<file path="src/rtl/bls_pkg.sv">
package bls_pkg;
  typedef enum logic [1:0] {
    ST_IDLE   = 2'd0,
    ST_FIRST  = 2'd1,
    ST_SECOND = 2'd2
  } seq_state_t;
endpackage

</file>
<file path="src/rtl/bls_cycle_plan.sv">
module bls_cycle_plan #(
  parameter int ADDR_W = 20,
  parameter int LANE_W = 8
) (
  input  logic [ADDR_W-1:0]   addr,
  input  logic                word,
  input  logic [2*LANE_W-1:0] wdata,
  output logic                split,
  output logic [ADDR_W-2:0]   c1_waddr,
  output logic                c1_a0,
  output logic                c1_bhe_n,
  output logic [2*LANE_W-1:0] c1_wdata,
  output logic [ADDR_W-2:0]   c2_waddr,
  output logic [2*LANE_W-1:0] c2_wdata
);
  localparam logic [ADDR_W-2:0] WA_ONE = {{(ADDR_W-2){1'b0}}, 1'b1};
  localparam logic [LANE_W-1:0] LANE_ZERO = '0;

  logic              odd;
  logic [LANE_W-1:0] lo_byte;
  logic [LANE_W-1:0] hi_byte;

  always_comb begin
    odd      = addr[0];
    lo_byte  = wdata[LANE_W-1:0];
    hi_byte  = wdata[2*LANE_W-1:LANE_W];
    split    = word & odd;
    c1_waddr = addr[ADDR_W-1:1];
    c1_a0    = odd;
    c1_bhe_n = ~(odd | word);
    if (odd)       c1_wdata = {lo_byte, LANE_ZERO};
    else if (word) c1_wdata = wdata;
    else           c1_wdata = {LANE_ZERO, lo_byte};
    // second half targets the next byte; the word address wraps with its width
    c2_waddr = addr[ADDR_W-1:1] + WA_ONE;
    c2_wdata = {LANE_ZERO, hi_byte};
  end
endmodule

</file>
<file path="src/rtl/bls_read_merge.sv">
module bls_read_merge #(
  parameter int LANE_W = 8
) (
  input  logic                odd,
  input  logic                word,
  input  logic                second,
  input  logic [2*LANE_W-1:0] bus_rdata,
  input  logic [LANE_W-1:0]   held_lo,
  output logic [2*LANE_W-1:0] result
);
  localparam logic [LANE_W-1:0] LANE_ZERO = '0;

  always_comb begin
    if (second)    result = {bus_rdata[LANE_W-1:0], held_lo};
    else if (word) result = bus_rdata;
    else if (odd)  result = {LANE_ZERO, bus_rdata[2*LANE_W-1:LANE_W]};
    else           result = {LANE_ZERO, bus_rdata[LANE_W-1:0]};
  end
endmodule

</file>
<file path="src/rtl/bytelane_splitter.sv">
module bytelane_splitter #(
  parameter int ADDR_W = 20,
  parameter int LANE_W = 8
) (
  input  logic                clk,
  input  logic                rst,
  input  logic                req_valid,
  input  logic                req_write,
  input  logic                req_word,
  input  logic [ADDR_W-1:0]   req_addr,
  input  logic [2*LANE_W-1:0] req_wdata,
  output logic                busy,
  output logic                bus_valid,
  output logic                bus_write,
  output logic [ADDR_W-2:0]   bus_waddr,
  output logic                bus_a0,
  output logic                bus_bhe_n,
  output logic [2*LANE_W-1:0] bus_wdata,
  input  logic                bus_ack,
  input  logic [2*LANE_W-1:0] bus_rdata,
  output logic                done,
  output logic [2*LANE_W-1:0] rdata
);
  import bls_pkg::*;

  localparam int DW = 2 * LANE_W;

  seq_state_t        state;
  logic              split_q;
  logic              odd_q;
  logic              word_q;
  logic [ADDR_W-2:0] c2_waddr_q;
  logic [DW-1:0]     c2_wdata_q;
  logic [LANE_W-1:0] held_lo;

  logic              p_split;
  logic [ADDR_W-2:0] p_c1_waddr;
  logic              p_c1_a0;
  logic              p_c1_bhe_n;
  logic [DW-1:0]     p_c1_wdata;
  logic [ADDR_W-2:0] p_c2_waddr;
  logic [DW-1:0]     p_c2_wdata;
  logic [DW-1:0]     merged;
  logic              accept;
  logic              finish;

  bls_cycle_plan #(.ADDR_W(ADDR_W), .LANE_W(LANE_W)) plan_i (
    .addr     (req_addr),
    .word     (req_word),
    .wdata    (req_wdata),
    .split    (p_split),
    .c1_waddr (p_c1_waddr),
    .c1_a0    (p_c1_a0),
    .c1_bhe_n (p_c1_bhe_n),
    .c1_wdata (p_c1_wdata),
    .c2_waddr (p_c2_waddr),
    .c2_wdata (p_c2_wdata)
  );

  bls_read_merge #(.LANE_W(LANE_W)) merge_i (
    .odd       (odd_q),
    .word      (word_q),
    .second    (state == ST_SECOND),
    .bus_rdata (bus_rdata),
    .held_lo   (held_lo),
    .result    (merged)
  );

  assign accept = req_valid && (state == ST_IDLE);
  assign finish = bus_ack && (((state == ST_FIRST) && !split_q) || (state == ST_SECOND));

  always_ff @(posedge clk) begin
    if (rst) begin
      state      <= ST_IDLE;
      busy       <= 1'b0;
      bus_valid  <= 1'b0;
      bus_write  <= 1'b0;
      bus_waddr  <= '0;
      bus_a0     <= 1'b0;
      bus_bhe_n  <= 1'b1;
      bus_wdata  <= '0;
      done       <= 1'b0;
      rdata      <= '0;
      split_q    <= 1'b0;
      odd_q      <= 1'b0;
      word_q     <= 1'b0;
      c2_waddr_q <= '0;
      c2_wdata_q <= '0;
      held_lo    <= '0;
    end else begin
      done <= 1'b0;
      if (finish) begin
        state     <= ST_IDLE;
        busy      <= 1'b0;
        bus_valid <= 1'b0;
        done      <= 1'b1;
        if (!bus_write) rdata <= merged;
      end else begin
        unique case (state)
          ST_IDLE: begin
            if (accept) begin
              state      <= ST_FIRST;
              busy       <= 1'b1;
              bus_valid  <= 1'b1;
              bus_write  <= req_write;
              bus_waddr  <= p_c1_waddr;
              bus_a0     <= p_c1_a0;
              bus_bhe_n  <= p_c1_bhe_n;
              bus_wdata  <= p_c1_wdata;
              split_q    <= p_split;
              odd_q      <= req_addr[0];
              word_q     <= req_word;
              c2_waddr_q <= p_c2_waddr;
              c2_wdata_q <= p_c2_wdata;
            end
          end
          ST_FIRST: begin
            if (bus_ack) begin
              state     <= ST_SECOND;
              bus_waddr <= c2_waddr_q;
              bus_a0    <= 1'b0;
              bus_bhe_n <= 1'b1;
              bus_wdata <= c2_wdata_q;
              held_lo   <= bus_rdata[DW-1:LANE_W];
            end
          end
          ST_SECOND: ;
          default: state <= ST_IDLE;
        endcase
      end
    end
  end
endmodule

</file>
<file path="config.mk">
export PLATFORM = sky130hd
export DESIGN_NAME = bytelane_splitter
export DESIGN_NICKNAME = d
export VERILOG_FILES = /design/src/rtl/bls_pkg.sv /design/src/rtl/bls_cycle_plan.sv /design/src/rtl/bls_read_merge.sv /design/src/rtl/bytelane_splitter.sv
export SDC_FILE = /design/constraint.sdc
export NUM_CORES = 1
export LEC_CHECK = 0
export ABC_AREA = 1
export BUFFER_PORTS_ARGS = -buffer_cell sky130_fd_sc_hd__buf_2
export CORE_AREA = 5 5 128 130
export DETAILED_ROUTE_END_ITERATION = 7
export DIE_AREA = 0 0 133 135
export GPL_TIMING_DRIVEN = 0
export SLEW_MARGIN = 15
export SYNTH_ARGS = -nofsm -noshare
export SYNTH_HDL_FRONTEND = slang
export SYNTH_SLANG_ARGS = --single-unit
</file>
<file path="constraint.sdc">
create_clock -name clk -period 1.6 [get_ports clk]
set_input_delay 0.16 -clock clk [delete_from_list [all_inputs] [get_ports clk]]
set_output_delay 0.16 -clock clk [all_outputs]
set_load 0.05 [all_outputs]
</file>
Yosys cells after proc, flatten, opt, wreduce, memory -nomap -nowiden. Cells that the tools add are included.

Add/sub/neg operators: 1. Equality and inequality tests: 4. Mux-type cells: 21. Bitwise logic cells: 6. Reduce and logical (&&, ||, !) cells: 14.

Operator list (number): $mux 16 (6); $mux 19 (2); $pmux 19 s2 (1); $pmux 16 s2 (1); $add 19x1->19 const B (1); $reduce_and 3->1 (3); $mux 8 (1); $pmux 2 s3 (1); $mux 1 (5); $mux 2 (2); $ne 2x2->1 const B (2); $not 1->1 (4); $pmux 1 s2 (2); $reduce_and 2->1 (2); $reduce_and 4->1 (1); $logic_and 1x1->1 (3); $eq 2x1->1 const B (1); $eq 2x2->1 const B (1); $logic_not 2->1 (1); $reduce_bool 2->1 (1); $reduce_or 2->1 (1); $and 1x1->1 (1); $logic_not 1->1 (1); $logic_or 1x1->1 (1); $or 1x1->1 (1).

Register bits after elaboration: 96. Input bits: 58. Output and inout bits: 57. Logic and storage cells: 61.

Depth between registers and ports, before layout. Gate-level depths: netlist (run 1).

Word-level depth: 6. Depth in mapped cells: 10. Depth with buffers taken out: 10.

Hierarchy. A second synthesis (run 1) with hierarchy kept.

Cells, all modules: 917. Area total of the unflattened synthesis: 5815.6 sq um.

By module, submodules not included: bytelane_splitter (times used 1, cells each 689, area each 4589.4 sq um, seq. area each 2082.0 sq um); bls_cycle_plan (times used 1, cells each 157, area each 867.1 sq um, seq. area each 0.0 sq um); bls_read_merge (times used 1, cells each 71, area each 359.1 sq um, seq. area each 0.0 sq um).

Worst setup path after synthesis (run 1). No wires, ideal clock.

Kind: register to register. Start: register bus_write. End: register rdata[0]. Setup time: 0.116 ns. Arrival: 1.270 ns. Required time: 1.484 ns. Slack: 0.213 ns. Cell stages (with the launch flop): 7. Buffers on the path: 1. Clock period less this slack: 1.387 ns. Cell sequence: dfxtp_1 > inv_1 > nand3_4 > inv_2 > buf_6 > o21ai_0 > nor2_1.

Longest elaborated chain between the ends: 2.

RTL lines: start, declared (line bytelane_splitter.sv:14) `output logic bus_write,`; start signal, assigned (line bytelane_splitter.sv:105) `bus_write <= req_write;`; $not 1->1 (no source line); $reduce_and 2->1 (no source line); end signal, assigned (line bytelane_splitter.sv:97) `if (!bus_write) rdata <= merged;`; end, declared (line bytelane_splitter.sv:22) `output logic [2*LANE_W-1:0] rdata`.

Every way passes these cells. A chain may end at the register's enable or synchronous reset.

Final worst setup path (run 1).
Start: register state[0]. End: register bus_waddr[2].

Longest elaborated chain between the ends: 6. Elaborated cells between the ends (all ways): 13. Classes of those cells: eq/ne: 4; mux: 1; bitwise: 1; reduce/logical: 7.

RTL lines: start, declared (line bytelane_splitter.sv:28) `seq_state_t state;`; start signal, assigned (line bytelane_splitter.sv:74) `state <= ST_IDLE;`; start signal, assigned (line bytelane_splitter.sv:93) `state <= ST_IDLE;`; start signal, assigned (line bytelane_splitter.sv:102) `state <= ST_FIRST;`; $eq 2x1->1 (line bytelane_splitter.sv:70, bytelane_splitter.sv:99); $logic_and 1x1->1 (line bytelane_splitter.sv:70) `assign finish = bus_ack && (((state == ST_FIRST) && !split_q) || (state == ST_SECOND));`; $logic_or 1x1->1 (line bytelane_splitter.sv:70); $logic_and 1x1->1 (line bytelane_splitter.sv:70); $not 1->1 (no source line); $reduce_and 4->1 (no source line); end signal, assigned (line bytelane_splitter.sv:106) `bus_waddr <= p_c1_waddr;`; end signal, assigned (line bytelane_splitter.sv:120) `bus_waddr <= c2_waddr_q;`; end, declared (line bytelane_splitter.sv:15) `output logic [ADDR_W-2:0] bus_waddr,`.

Parallel ways exist; a longest one is shown, timed or not.

==> results of run 1 <==
==> cell families after synthesis <==
group | count (synthesis) | share of synthesized area (%)
AO/OA/AOI/OAI | 184 | 21.78
flip-flops | 96 | 43.39
AND/OR/NAND/NOR | 250 | 23.81
buffers and inverters | 97 | 9.350
XOR/XNOR | 7 | 1.384
adder cells (fa/ha/maj) | 1 | 0.2824
==> stage by stage <==
| stage | area (sq um) | hold WS, ns | setup TNS (ns) | std cells | worst slack [ns] |
|---|---|---|---|---|---|
| 3_5_place_dp | 5235 | 0.4184 | 0 | 937 | 0.02937 |
| 5_1_grt | 5569 | 0.06266 | -0.02330 | 952 | -0.009513 |
| 2_1_floorplan | 4429 | 0.2500 | 0 | 635 | 0.2132 |
| 6_report | 5569 | 0.06460 | 0 | 952 | 0.1050 |
| 3_3_place_gp | 5235 | 0.4173 | 0 | 937 | 0.01928 |
| 4_1_cts | 5545 | 0.05218 | 0 | 952 | 0.03777 |
==> final cells by class <==
type	count	area (sq um)	share of cell area, %
Buffer	39	210.2	3.774
Clock buffer	9	225.2	4.044
Clock inverter	6	85.08	1.528
Inverter	58	220.2	3.954
Multi-Input combinational cell	442	2101	37.72
Sequential cell	96	1922	34.51
Tap cell	188	235.2	4.224
Timing Repair Buffer	114	570.5	10.24
==> cell usage after synthesis (5+ instances only) <==
cell type                  count  area [sq um]
sky130_fd_sc_hd__nand2_1     137         514.2
sky130_fd_sc_hd__dfxtp_1      96          1922
sky130_fd_sc_hd__o21ai_0      92         460.4
sky130_fd_sc_hd__a21oi_1      59         295.3
sky130_fd_sc_hd__nor2_1       57         214.0
sky130_fd_sc_hd__inv_1        55         206.5
sky130_fd_sc_hd__nand3_1      34         170.2
sky130_fd_sc_hd__a31oi_1      24         150.1
sky130_fd_sc_hd__buf_2        19         95.09
sky130_fd_sc_hd__clkbuf_1     12         45.04
sky130_fd_sc_hd__buf_4         5         37.54
sky130_fd_sc_hd__nand4_1       5         31.28
sky130_fd_sc_hd__xor2_1        5         43.79
==> power by group through the flow <==
| stage | registers [mW] | logic [mW] | clock network [mW] |
|---|---|---|---|
| final | 2.70 | 1.53 | 2.28 |
| after global routing | 2.72 | 1.66 | 2.42 |
| after CTS | 2.70 | 1.52 | 2.33 |
| after detailed placement | 2.75 | 1.51 | 0 |
| after global placement | 2.75 | 1.51 | 0 |
| after floorplan | 3.17 | 0.618 | 0 |
==> sequential cells by signal, summed over array words and instances, names as in the netlist <==
register	flops
split_q	1
word_q	1
bus_waddr	19
odd_q	1
bus_wdata	16
bus_valid	1
c2_waddr_q	19
bus_a0	1
bus_write	1
c2_wdata_q	8
bus_bhe_n	1
held_lo	8
rdata	16
done	1
state	2
==> worst max-delay path by stage <==
stage                         start              to  depth (start not counted)
final                      state[0]    bus_waddr[2]                          7
after detailed placement        rst  c2_waddr_q[16]                          6
after floorplan           bus_write        rdata[0]                          6
after CTS                  state[0]    bus_waddr[2]                          7
after global routing       state[0]    bus_waddr[2]                          7
after global placement          rst  c2_waddr_q[16]                          6
==> worst max-delay path, stage by stage, from the launching register on <==
cell	delay, ns
sky130_fd_sc_hd__dfxtp_1	0.37
sky130_fd_sc_hd__inv_2	0.06
sky130_fd_sc_hd__nor2_2	0.13
sky130_fd_sc_hd__nand3_2	0.18
sky130_fd_sc_hd__nand2_4	0.14
sky130_fd_sc_hd__buf_4	0.17
sky130_fd_sc_hd__clkbuf_4	0.23
sky130_fd_sc_hd__a31oi_1	0.10
==> what timing repair did <==
item	CTS	global route
gates resized for setup	0	10
endpoints found under the setup margin	0	32
hold buffers	0	0
==> per-layer routing <==
metal / share of wire [%] / vias to the layer above / track usage [%]
li1: - / 2367 / -
met3: 6.8 / 12 / 3.875
met2: 44 / 163 / 24.69
met5: 0 / - / 0
met1: 48 / 2146 / 22.20
met4: 1.1 / 0 / 3.868
==> impl_table.tex, run 1 <==
\begin{tabular}{lr}
\hline
Metric & Value \\
\hline
\multicolumn{2}{l}{\textbf{Outcome}} \\
\quad Outcome & finished, final reports clean \\
\multicolumn{2}{l}{\textbf{Final layout}} \\
\quad Most frequent standard cell in the layout excluding fill and tap cells & sky130\_fd\_sc\_hd\_\_nand2\_1 \\
\quad Filler Cell Count & 1668 \\
\quad Antenna Diode Count & 0 \\
\quad Area delta synth->final & 25.73\% \\
\quad Ratio of cells with drive above 1 in the final layout & 21.99\% \\
\quad Fin nets & 819 \\
\quad Fin util & 37.05\% \\
\quad Leading cell types in the layout, fill and taps excluded & sky130\_fd\_sc\_hd\_\_nand2\_1, sky130\_fd\_sc\_hd\_\_buf\_2, sky130\_fd\_sc\_hd\_\_dfxtp\_1 \\
\multicolumn{2}{l}{\textbf{STA}} \\
\quad RSZ-0062 raised after global routing & yes \\
\quad Setup clock skew after layout & 0.005372 ns \\
\quad Number of hold violations in the final report & 0 \\
\quad Setup-failing EPs final & 0 \\
\quad Post-layout minimum cycle time & 1.495 ns \\
\quad Final max-slew violation count & 0 \\
\quad Share of the cycle needed by the critical path after routing & 93.44\% \\
\quad Worst Tran Pin Value & 0.5870 ns \\
\quad Peak Freq & 0.6689 GHz \\
\quad Max\_slew headroom & 60.86\% \\
\multicolumn{2}{l}{\textbf{Floorplan}} \\
\quad Initial standard-cell utilization of the core & 29.46\% \\
\quad Floorplan core area & 15030 sq um \\
\quad Horiz. Die Dim & 133 um \\
\quad Placement row count & 45 \\
\quad Height of the die & 135 um \\
\quad Ports & 115 \\
\quad Die area & 17960 sq um \\
\multicolumn{2}{l}{\textbf{Yosys}} \\
\quad Synthesis Warnings & 0 \\
\quad Share of async-settable or async-resettable flops after synthesis & 0\% \\
\quad Count of flip-flops with a built-in enable after synthesis & 0 \\
\quad Sequential-to-total area share from yosys stat & 43.39\% \\
\quad Area of the mapped netlist & 4429 sq um \\
\quad Avg Synthesized Cell Area & 6.975 sq um \\
\quad Number of instances in the synthesized netlist & 635 \\
\quad Primary FF master, synth & sky130\_fd\_sc\_hd\_\_dfxtp\_1 \\
\quad Count of distinct cell types in the synthesized netlist & 33 \\
\quad Syn\_nets & 694 \\
\quad Flip-flop and latch count after synthesis & 96 \\
\multicolumn{2}{l}{\textbf{Power}} \\
\quad Leak pwr & 2.576 nW \\
\quad Final Power & 6.502 mW \\
\quad Total power per unit cell area & 1168 nW/um\^{}2 \\
\quad Clock power frac & 35.0\% \\
\quad Internal power & 4.361 mW \\
\quad Highest ir drop seen on vdd & 573.2 uV \\
\quad Switching power of the nets & 2.141 mW \\
\quad Portion of total power attributed to sequential cells & 41.5\% \\
\quad Logic gate share of total power & 23.5\% \\
\quad Switching power as a share of total power & 32.93\% \\
\multicolumn{2}{l}{\textbf{Hold path}} \\
\quad Path type of the worst min-delay path & in -> reg \\
\quad Worst-case hold path end point & c2\_waddr\_q[0] \\
\quad Hold Path Cell Cnt & 2 \\
\quad Hold Crit Start & req\_addr[1] \\
\multicolumn{2}{l}{\textbf{Drt}} \\
\quad Via count & 4688 \\
\quad Post-Route WL & 14590 um \\
\quad Initial detailed-routing violation count & 322 \\
\quad Length of the first detailed-routing pass in iterations & 4 \\
\quad DR vias/cell & 4.924 \\
\quad Post-detailed-route count of antenna-violating nets & 0 \\
\quad DRC violation count after routing & 0 \\
\quad Average detailed-routed wire length per instance & 15.32 um \\
\multicolumn{2}{l}{\textbf{Worst setup path}} \\
\quad Startpoint type of the worst setup path & flop \\
\quad Cells on worst reg2reg path & 7 \\
\quad Endpoint required time on the critical path & 1.82 ns \\
\quad Max FO, Critical Path & 10 \\
\quad Reg-to-reg setup timing slack & 0.11 ns \\
\quad Setup CP Type & reg -> reg \\
\quad Critical path endpoint category & flop \\
\quad Reg2Reg Capture Point & bus\_waddr[2] \\
\quad Worst path arrival time & 1.72 ns \\
\quad Reg-to-reg startpoint & state[0] \\
\multicolumn{2}{l}{\textbf{Global routing}} \\
\quad Global Route Usage Sum & 15.89\% \\
\quad First-pass GRT wire length & 22850 um \\
\quad Antenna violations before repair & 0 \\
\quad Vias in the first global route & 4370 \\
\quad Pin count of the biggest net entering global routing & 16 \\
\quad Total grt overflow & 0 \\
\multicolumn{2}{l}{\textbf{Placed design}} \\
\quad Placer's final routability congestion estimate & 0.8818 \\
\quad Quantity of I/O buffers inserted on ports & 114 \\
\quad DP Wirelength & 11080 um \\
\multicolumn{2}{l}{\textbf{Clock tree}} \\
\quad Root Buffer & sky130\_fd\_sc\_hd\_\_clkbuf\_16 \\
\quad Clock buffers created by TritonCTS & 9 \\
\quad Clock Pin Slew Worst Setup and Hold Paths & 0.06 ns \\
\quad H-Tree Level Count & 3 \\
\quad TritonCTS clock tree & built \\
\quad Total setup buffers inserted after CTS & 0 \\
\quad Number of buffers between clock root and the deepest sink & 2 \\
\quad Clock insertion delay at the later pin of the skew report & 0.35 ns \\
\quad Sink Count & 96 \\
\multicolumn{2}{l}{\textbf{Job}} \\
\quad Count of maximum capacitance violations & 0 \\
\hline
\end{tabular}
No activity file was read; power rests on OpenSTA's default activity.
==> run 2: changes to the inputs <==
--- a/config.mk
+++ b/config.mk
@@ -7,9 +7,9 @@
 export LEC_CHECK = 0
 export ABC_AREA = 1
 export BUFFER_PORTS_ARGS = -buffer_cell sky130_fd_sc_hd__buf_2
-export CORE_AREA = 5 5 128 130
+export CORE_AREA = 5 5 135 124
 export DETAILED_ROUTE_END_ITERATION = 7
-export DIE_AREA = 0 0 133 135
+export DIE_AREA = 0 0 140 129
 export GPL_TIMING_DRIVEN = 0
 export SLEW_MARGIN = 15
 export SYNTH_ARGS = -nofsm -noshare
==> run 2 against run 1 <==
Against the previous run:
- wire length rose by 0.25%
- via count fell by 2.3%
- sequential power barely moved
- clock-buffer cell count did not move
- worst hold slack improved by 0.0028 ns
- total power fell by 1.6%
- die area rose by 0.58%
- largest power group unchanged
- combinational power barely moved
==> impl_table.tex, run 2 (synthesized netlist as in run 1, its figures left out) <==
\begin{tabular}{lr}
\hline
Metric & Value \\
\hline
\multicolumn{2}{l}{\textbf{Drt}} \\
\quad Via count & 4581 (-2.3\%) \\
\quad Average detailed-routed wire length per instance & 15.14 um (-1.2\%) \\
\quad Post-Route WL & 14620 um (+0.25\%) \\
\quad DRC violation count after routing & 0 (unchanged) \\
\quad Length of the first detailed-routing pass in iterations & 5 (+1) \\
\quad Post-detailed-route count of antenna-violating nets & 0 (unchanged) \\
\quad DR vias/cell & 4.742 (-3.7\%) \\
\quad Initial detailed-routing violation count & 340 (+5.6\%) \\
\multicolumn{2}{l}{\textbf{Hold path}} \\
\quad Path type of the worst min-delay path & in -> reg \\
\multicolumn{2}{l}{\textbf{Worst setup path}} \\
\quad Delay of the slowest critical-path stage & 0.41 ns (+0.04 ns) \\
\quad Family with the most delay on the worst path & buffers and inverters \\
\quad Critical path cell sequence & inv\_2, nand2\_2, buf\_1, o21ai\_0, nand2\_1, a21oi\_1 \\
\quad Max FO, Critical Path & 10 (unchanged) \\
\quad Library cell contributing the largest single delay on the critical path & sky130\_fd\_sc\_hd\_\_buf\_1 \\
\quad Count of buffer and inverter cells on the critical path & 2 (-1) \\
\quad Worst path arrival time & 1.65 ns (-0.07 ns) \\
\quad Startpoint type of the worst setup path & flop \\
\quad Critical path endpoint category & flop \\
\quad Setup CP Type & reg -> reg \\
\quad Endpoint required time on the critical path & 1.80 ns (-0.02 ns) \\
\multicolumn{2}{l}{\textbf{Floorplan}} \\
\quad Ports & 115 (unchanged) \\
\quad Die area & 18060 sq um (+0.58\%) \\
\quad Initial standard-cell utilization of the core & 29.19\% (-0.27 points) \\
\quad Placement row count & 43 (-4.4\%) \\
\quad Height of the die & 129 um (-4.4\%) \\
\quad Floorplan core area & 15170 sq um (+0.92\%) \\
\quad Horiz. Die Dim & 140 um (+5.3\%) \\
\multicolumn{2}{l}{\textbf{Clock tree}} \\
\quad H-Tree Level Count & 3 (unchanged) \\
\quad Sink Count & 96 (unchanged) \\
\quad Number of buffers inserted by hold repair at cts & 0 (unchanged) \\
\quad Root Buffer & sky130\_fd\_sc\_hd\_\_clkbuf\_16 \\
\quad TritonCTS clock tree & built \\
\quad Clock buffers created by TritonCTS & 9 (unchanged) \\
\quad Clock Pin Slew Worst Setup and Hold Paths & 0.07 ns (about the same) \\
\quad Number of buffers between clock root and the deepest sink & 2 (unchanged) \\
\quad Clock insertion delay at the later pin of the skew report & 0.34 ns (about the same) \\
\multicolumn{2}{l}{\textbf{Final layout}} \\
\quad Total non-filler cell area in the finished layout & 5567 sq um (about the same) \\
\quad Antenna Diode Count & 0 (unchanged) \\
\quad Most frequent standard cell in the layout excluding fill and tap cells & sky130\_fd\_sc\_hd\_\_nand2\_1 \\
\quad Combined flip-flop and latch cell area & 1922 sq um (unchanged) \\
\quad Ratio of cells with drive above 1 in the final layout & 21.99\% (unchanged) \\
\quad Area delta synth->final & 25.68\% (about the same) \\
\quad Filler Cell Count & 1713 (+2.7\%) \\
\quad Leading cell types in the layout, fill and taps excluded & sky130\_fd\_sc\_hd\_\_nand2\_1, sky130\_fd\_sc\_hd\_\_buf\_2, sky130\_fd\_sc\_hd\_\_dfxtp\_1 \\
\quad Total area of multi-input combinational cells & 2103 sq um (+0.12\%) \\
\quad Fin util & 36.69\% (-0.36 points) \\
\quad Fin nets & 819 (unchanged) \\
\quad Largest registers in the final layout & bus\_waddr x19, c2\_waddr\_q x19 \\
\multicolumn{2}{l}{\textbf{STA}} \\
\quad Post-Route Hold Slack & 0.06743 ns (+0.002825 ns) \\
\quad Number of hold violations in the final report & 0 (unchanged) \\
\quad Setup-failing EPs final & 0 (unchanged) \\
\quad Peak Freq & 0.6887 GHz (+3.0\%) \\
\quad Max\_slew headroom & 61.13\% (+0.27 points) \\
\quad Setup clock skew after layout & 0.007448 ns (+0.002076 ns) \\
\quad Worst Tran Pin Value & 0.5830 ns (-0.003990 ns) \\
\quad RSZ-0062 raised after global routing & no \\
\quad Final sum of negative setup slack & 0 ns (unchanged) \\
\quad Post-layout minimum cycle time & 1.452 ns (-0.04296 ns) \\
\quad Final max-slew violation count & 0 (unchanged) \\
\quad Share of the cycle needed by the critical path after routing & 90.75\% (-2.7 points) \\
\multicolumn{2}{l}{\textbf{Global routing}} \\
\quad Vias in the first global route & 4285 (-1.9\%) \\
\quad Pin count of the biggest net entering global routing & 17 (+1) \\
\quad Total grt overflow & 0 (unchanged) \\
\quad First-pass GRT wire length & 22690 um (-0.66\%) \\
\quad Global Route Usage Sum & 16.04\% (+0.15 points) \\
\quad Antenna violations before repair & 0 (unchanged) \\
\multicolumn{2}{l}{\textbf{Power}} \\
\quad Total power per unit cell area & 1149 nW/um\^{}2 (-1.6\%) \\
\quad Leak pwr & 2.560 nW (-0.63\%) \\
\quad Highest ir drop seen on vdd & 534.5 uV (-6.7\%) \\
\multicolumn{2}{l}{\textbf{Placed design}} \\
\quad Placer's final routability congestion estimate & 0.8989 (+1.9\%) \\
\quad Total cell area at the placement stage & 5253 sq um (+0.33\%) \\
\quad Quantity of I/O buffers inserted on ports & 114 (unchanged) \\
\quad DP Wirelength & 11040 um (-0.38\%) \\
\multicolumn{2}{l}{\textbf{Outcome}} \\
\quad Outcome & finished, final reports clean \\
\multicolumn{2}{l}{\textbf{Job}} \\
\quad Count of maximum capacitance violations & 0 (unchanged) \\
\hline
\end{tabular}
run 2: cell types whose count changed in the layout (fill, tap and decap cells not counted), sizes merged:
cell / delta
clkbuf: -2
clkinvlp: +1
buf: +2
bufinv: -1
inv: +1
clkinv: -1
run 2: layout make-up:
class | count | area share (%)
clock buffers | 9 | 4.046
flip-flops and latches | 96 | 34.52
inverters | 58 | 3.911
well taps | 202 | 4.540
clock inverters | 6 | 1.259
repair buffers | 114 | 10.25
plain buffers | 39 | 3.686
multi-input cells | 442 | 37.78
run 2: worst paths after layout:
| path | startpoint | end | slack [ns] | cells past startpoint |
|---|---|---|---|---|
| setup / recovery | state[0] | rdata[15] | 0.15 | 6 |
| setup reg to reg | state[0] | rdata[15] | 0.15 | 6 |
| hold reg to reg | held_lo[3] | held_lo[3] | 0.46 | 2 |
| hold / removal | req_addr[1] | c2_waddr_q[0] | 0.07 | 2 |
run 2: layer usage:
layer  vias to the layer above  track usage (%)  wire length, um
met5                         -                0                0
met4                         0            6.439              316
met3                        19            2.973              766
met2                       116            24.84             6451
met1                      2091            22.18             7090
li1                       2355                -                -
run 2: stage by stage:
step           setup slack (ns)  cells  power (mW)
2_1_floorplan            0.2132    635       3.783
3_3_place_gp            0.05364    951       4.260
3_5_place_dp            0.06553    951       4.264
4_1_cts                 0.06805    966       6.443
5_1_grt                0.006093    966       6.716
6_report                 0.1480    966       6.397
run 2: worst reg2reg max path, cell delays in order, from the launching register on:
cell,delay (ns)
sky130_fd_sc_hd__dfxtp_1,0.36
sky130_fd_sc_hd__inv_2,0.06
sky130_fd_sc_hd__nand2_2,0.16
sky130_fd_sc_hd__buf_1,0.41
sky130_fd_sc_hd__o21ai_0,0.17
sky130_fd_sc_hd__nand2_1,0.10
sky130_fd_sc_hd__a21oi_1,0.06
run 2: timing repair:
| action | CTS | global route |
|---|---|---|
| setup buffers | 0 | 0 |
| gates resized for setup | 0 | 7 |
| endpoints found under the setup margin | 0 | 24 |
run 2: where the power goes:
part	internal, mW	leakage [nW]	switching [mW]
clock	1.21	0.134	0.962
combinational	0.405	1.64	1.12
sequential	2.60	0.790	0.105
total	4.21	2.56	2.18
==> run 3: changes to the inputs <==
--- a/config.mk
+++ b/config.mk
@@ -7,10 +7,11 @@
 export LEC_CHECK = 0
 export ABC_AREA = 1
 export BUFFER_PORTS_ARGS = -buffer_cell sky130_fd_sc_hd__buf_2
-export CORE_AREA = 5 5 135 124
+export CORE_AREA = 5 5 142 117
 export DETAILED_ROUTE_END_ITERATION = 7
-export DIE_AREA = 0 0 140 129
+export DIE_AREA = 0 0 147 122
 export GPL_TIMING_DRIVEN = 0
+export HOLD_SLACK_MARGIN = 0.05
 export SLEW_MARGIN = 15
 export SYNTH_ARGS = -nofsm -noshare
 export SYNTH_HDL_FRONTEND = slang
==> run 3 against run 2 <==
Against the previous run:
- maximum frequency down 3.0%
- clock skew down 0.00068 ns
- largest cell class unchanged
- wire length up 2.0%
- worst setup slack worse by 0.044 ns
- total power up 3.6%
- largest power group unchanged
- utilization about the same
- sequential power about the same
==> impl_table.tex, run 3 (synthesized netlist as in run 1, its figures left out) <==
\begin{tabular}{lr}
\hline
Metric & Value \\
\hline
\multicolumn{2}{l}{\textbf{Outcome}} \\
\quad Outcome & finished, final reports clean \\
\multicolumn{2}{l}{\textbf{Clock tree}} \\
\quad Total setup buffers inserted after CTS & 0 (unchanged) \\
\quad Clock insertion delay at the later pin of the skew report & 0.35 ns (about the same) \\
\quad Number of buffers between clock root and the deepest sink & 2 (unchanged) \\
\quad TritonCTS clock tree & built \\
\quad Sink Count & 96 (unchanged) \\
\quad Post-cts resize count & 0 (unchanged) \\
\quad H-Tree Level Count & 3 (unchanged) \\
\quad Clock buffers created by TritonCTS & 9 (unchanged) \\
\quad Number of buffers inserted by hold repair at cts & 0 (unchanged) \\
\quad Root Buffer & sky130\_fd\_sc\_hd\_\_clkbuf\_16 \\
\quad Clock Pin Slew Worst Setup and Hold Paths & 0.07 ns (about the same) \\
\multicolumn{2}{l}{\textbf{Global routing}} \\
\quad Global Route Usage Sum & 16.43\% (+0.39 points) \\
\quad Vias in the first global route & 4313 (+0.65\%) \\
\quad First-pass GRT wire length & 23000 um (+1.3\%) \\
\quad Pin count of the biggest net entering global routing & 18 (+1) \\
\quad Total grt overflow & 0 (unchanged) \\
\quad Antenna violations before repair & 0 (unchanged) \\
\multicolumn{2}{l}{\textbf{Final layout}} \\
\quad Total area of multi-input combinational cells & 2103 sq um (unchanged) \\
\quad Final Instance Count excl. Fillers & 958 (-0.83\%) \\
\quad Filler Cell Count & 1698 (-0.88\%) \\
\quad Ratio of cells with drive above 1 in the final layout & 21.96\% (-0.029 points) \\
\quad Area delta synth->final & 26.19\% \\
\quad Combined flip-flop and latch cell area & 1922 sq um (unchanged) \\
\quad Most frequent standard cell in the layout excluding fill and tap cells & sky130\_fd\_sc\_hd\_\_nand2\_1 \\
\quad Antenna Diode Count & 0 (unchanged) \\
\quad Largest registers in the final layout & bus\_waddr x19, c2\_waddr\_q x19 \\
\quad Fin nets & 819 (unchanged) \\
\quad Leading cell types in the layout, fill and taps excluded & sky130\_fd\_sc\_hd\_\_nand2\_1, sky130\_fd\_sc\_hd\_\_buf\_2, sky130\_fd\_sc\_hd\_\_dfxtp\_1 \\
\multicolumn{2}{l}{\textbf{STA}} \\
\quad Final max-slew violation count & 0 (unchanged) \\
\quad RSZ-0062 raised after global routing & no \\
\quad Peak Freq & 0.6682 GHz (-3.0\%) \\
\quad Final sum of negative setup slack & 0 ns (unchanged) \\
\quad Share of the cycle needed by the critical path after routing & 93.53\% (+2.8 points) \\
\quad Post-layout minimum cycle time & 1.496 ns (+0.04444 ns) \\
\quad Number of hold violations in the final report & 0 (unchanged) \\
\quad Post-route setup slack & 0.1035 ns (-0.04444 ns) \\
\quad Worst Tran Pin Value & 0.5978 ns (+0.01471 ns) \\
\quad Setup clock skew after layout & 0.006765 ns (-0.0006830 ns) \\
\quad Setup-failing EPs final & 0 (unchanged) \\
\quad Max\_slew headroom & 60.15\% (-0.98 points) \\
\multicolumn{2}{l}{\textbf{Hold path}} \\
\quad Hold Path Cell Cnt & 3 (+1) \\
\quad Path type of the worst min-delay path & in -> reg \\
\multicolumn{2}{l}{\textbf{Floorplan}} \\
\quad Height of the die & 122 um (-5.4\%) \\
\quad Die area & 17930 sq um (-0.70\%) \\
\quad Floorplan core area & 15240 sq um (+0.42\%) \\
\quad Initial standard-cell utilization of the core & 29.07\% (-0.12 points) \\
\quad Placement row count & 41 (-4.7\%) \\
\quad Ports & 115 (unchanged) \\
\quad Horiz. Die Dim & 147 um (+5.0\%) \\
\multicolumn{2}{l}{\textbf{Worst setup path}} \\
\quad Levels on crit path & 5 (-1) \\
\quad Count of buffer and inverter cells on the critical path & 2 (unchanged) \\
\quad Critical path endpoint category & flop \\
\quad Delay of the slowest critical-path stage & 0.48 ns (+0.07 ns) \\
\quad Cells on worst reg2reg path & 5 (-1) \\
\quad Worst path arrival time & 1.71 ns (+0.06 ns) \\
\quad Max FO, Critical Path & 10 (unchanged) \\
\quad Library cell contributing the largest single delay on the critical path & sky130\_fd\_sc\_hd\_\_clkbuf\_1 \\
\quad Setup CP Type & reg -> reg \\
\quad Endpoint required time on the critical path & 1.81 ns (about the same) \\
\quad Startpoint type of the worst setup path & flop \\
\quad Critical path cell sequence & nor2\_1, nand2\_1, inv\_2, clkbuf\_1, a21oi\_1 \\
\quad Family with the most delay on the worst path & buffers and inverters \\
\multicolumn{2}{l}{\textbf{Drt}} \\
\quad DR vias/cell & 4.833 (+1.9\%) \\
\quad DRC violation count after routing & 0 (unchanged) \\
\quad Length of the first detailed-routing pass in iterations & 4 (-1) \\
\quad Via count & 4630 (+1.1\%) \\
\quad Average detailed-routed wire length per instance & 15.56 um (+2.8\%) \\
\quad Initial detailed-routing violation count & 272 (-20\%) \\
\quad Post-Route WL & 14910 um (+2.0\%) \\
\quad Post-detailed-route count of antenna-violating nets & 0 (unchanged) \\
\multicolumn{2}{l}{\textbf{Placed design}} \\
\quad Placer's final routability congestion estimate & 0.8786 (-2.3\%) \\
\quad Quantity of I/O buffers inserted on ports & 114 (unchanged) \\
\quad Pre-CTS WS & 0.05260 ns (-0.01294 ns) \\
\quad DP Wirelength & 11170 um (+1.2\%) \\
\quad Placed Cells & 942 (-0.95\%) \\
\multicolumn{2}{l}{\textbf{Power}} \\
\quad Leak pwr & 2.586 nW (+1.0\%) \\
\quad Highest ir drop seen on vdd & 545.7 uV (+2.1\%) \\
\quad Final Power & 6.627 mW (+3.6\%) \\
\quad Total power per unit cell area & 1186 nW/um\^{}2 (+3.2\%) \\
\multicolumn{2}{l}{\textbf{Job}} \\
\quad Count of maximum capacitance violations & 0 (unchanged) \\
\hline
\end{tabular}
## run 3: changes by cell type in the layout (fill, tap and decap cells not counted), sizes merged
cell,previous run,this run
buf,138,137
clkinv,1,2
inv,59,61
bufinv,1,2
clkinvlp,3,0
clkbuf,24,25
## run 3: worst paths after layout
path,slack (ns),from,endpoint
max,0.10,state[1],c2_waddr_q[3]
min,0.07,req_wdata[10],c2_wdata_q[2]
max reg2reg,0.10,state[1],c2_waddr_q[3]
min reg2reg,0.46,held_lo[0],held_lo[0]
## run 3: through the flow
step | hold WS (ns) | utilization [%] | instance area, sq um
after floorplan | 0.2500 | - | 4429
after global placement | 0.4242 | 34.40 | 5241
after detailed placement | 0.4265 | 34.40 | 5241
after CTS | 0.05748 | 36.54 | 5567
after global routing | 0.06770 | 36.68 | 5589
final | 0.07011 | 36.68 | 5589
## run 3: final cells by class
cell class                 count  share of cell area [%]
tap                          193                   4.321
timing repair buffer         114                   10.21
clock inverter                 7                   1.791
sequential                    96                   34.39
inverter                      58                   3.895
multi-input combinational    442                   37.63
clock buffer                   9                   4.030
buffer                        39                   3.739
## run 3: where the power goes
group	total (mW)	internal (mW)	switching (mW)
Sequential	2.70	2.60	0.106
Clock	2.39	1.39	1.00
Combinational	1.54	0.407	1.13
Total	6.63	4.39	2.24
## run 3: metal layers
layer  vias to the layer above  track usage, %  routed length, um
met3                        13           4.314                986
met4                         0           3.842                175
met5                         -               0                  0
met2                       139           25.90               6710
met1                      2134           22.66               7038
li1                       2344               -                  -
## run 3: worst reg2reg max path: stages (launching register included)
cell and delay (ns):
sky130_fd_sc_hd__dfxtp_1 0.35, sky130_fd_sc_hd__nor2_1 0.11, sky130_fd_sc_hd__nand2_1 0.13, sky130_fd_sc_hd__inv_2 0.15, sky130_fd_sc_hd__clkbuf_1 0.48, sky130_fd_sc_hd__a21oi_1 0.15
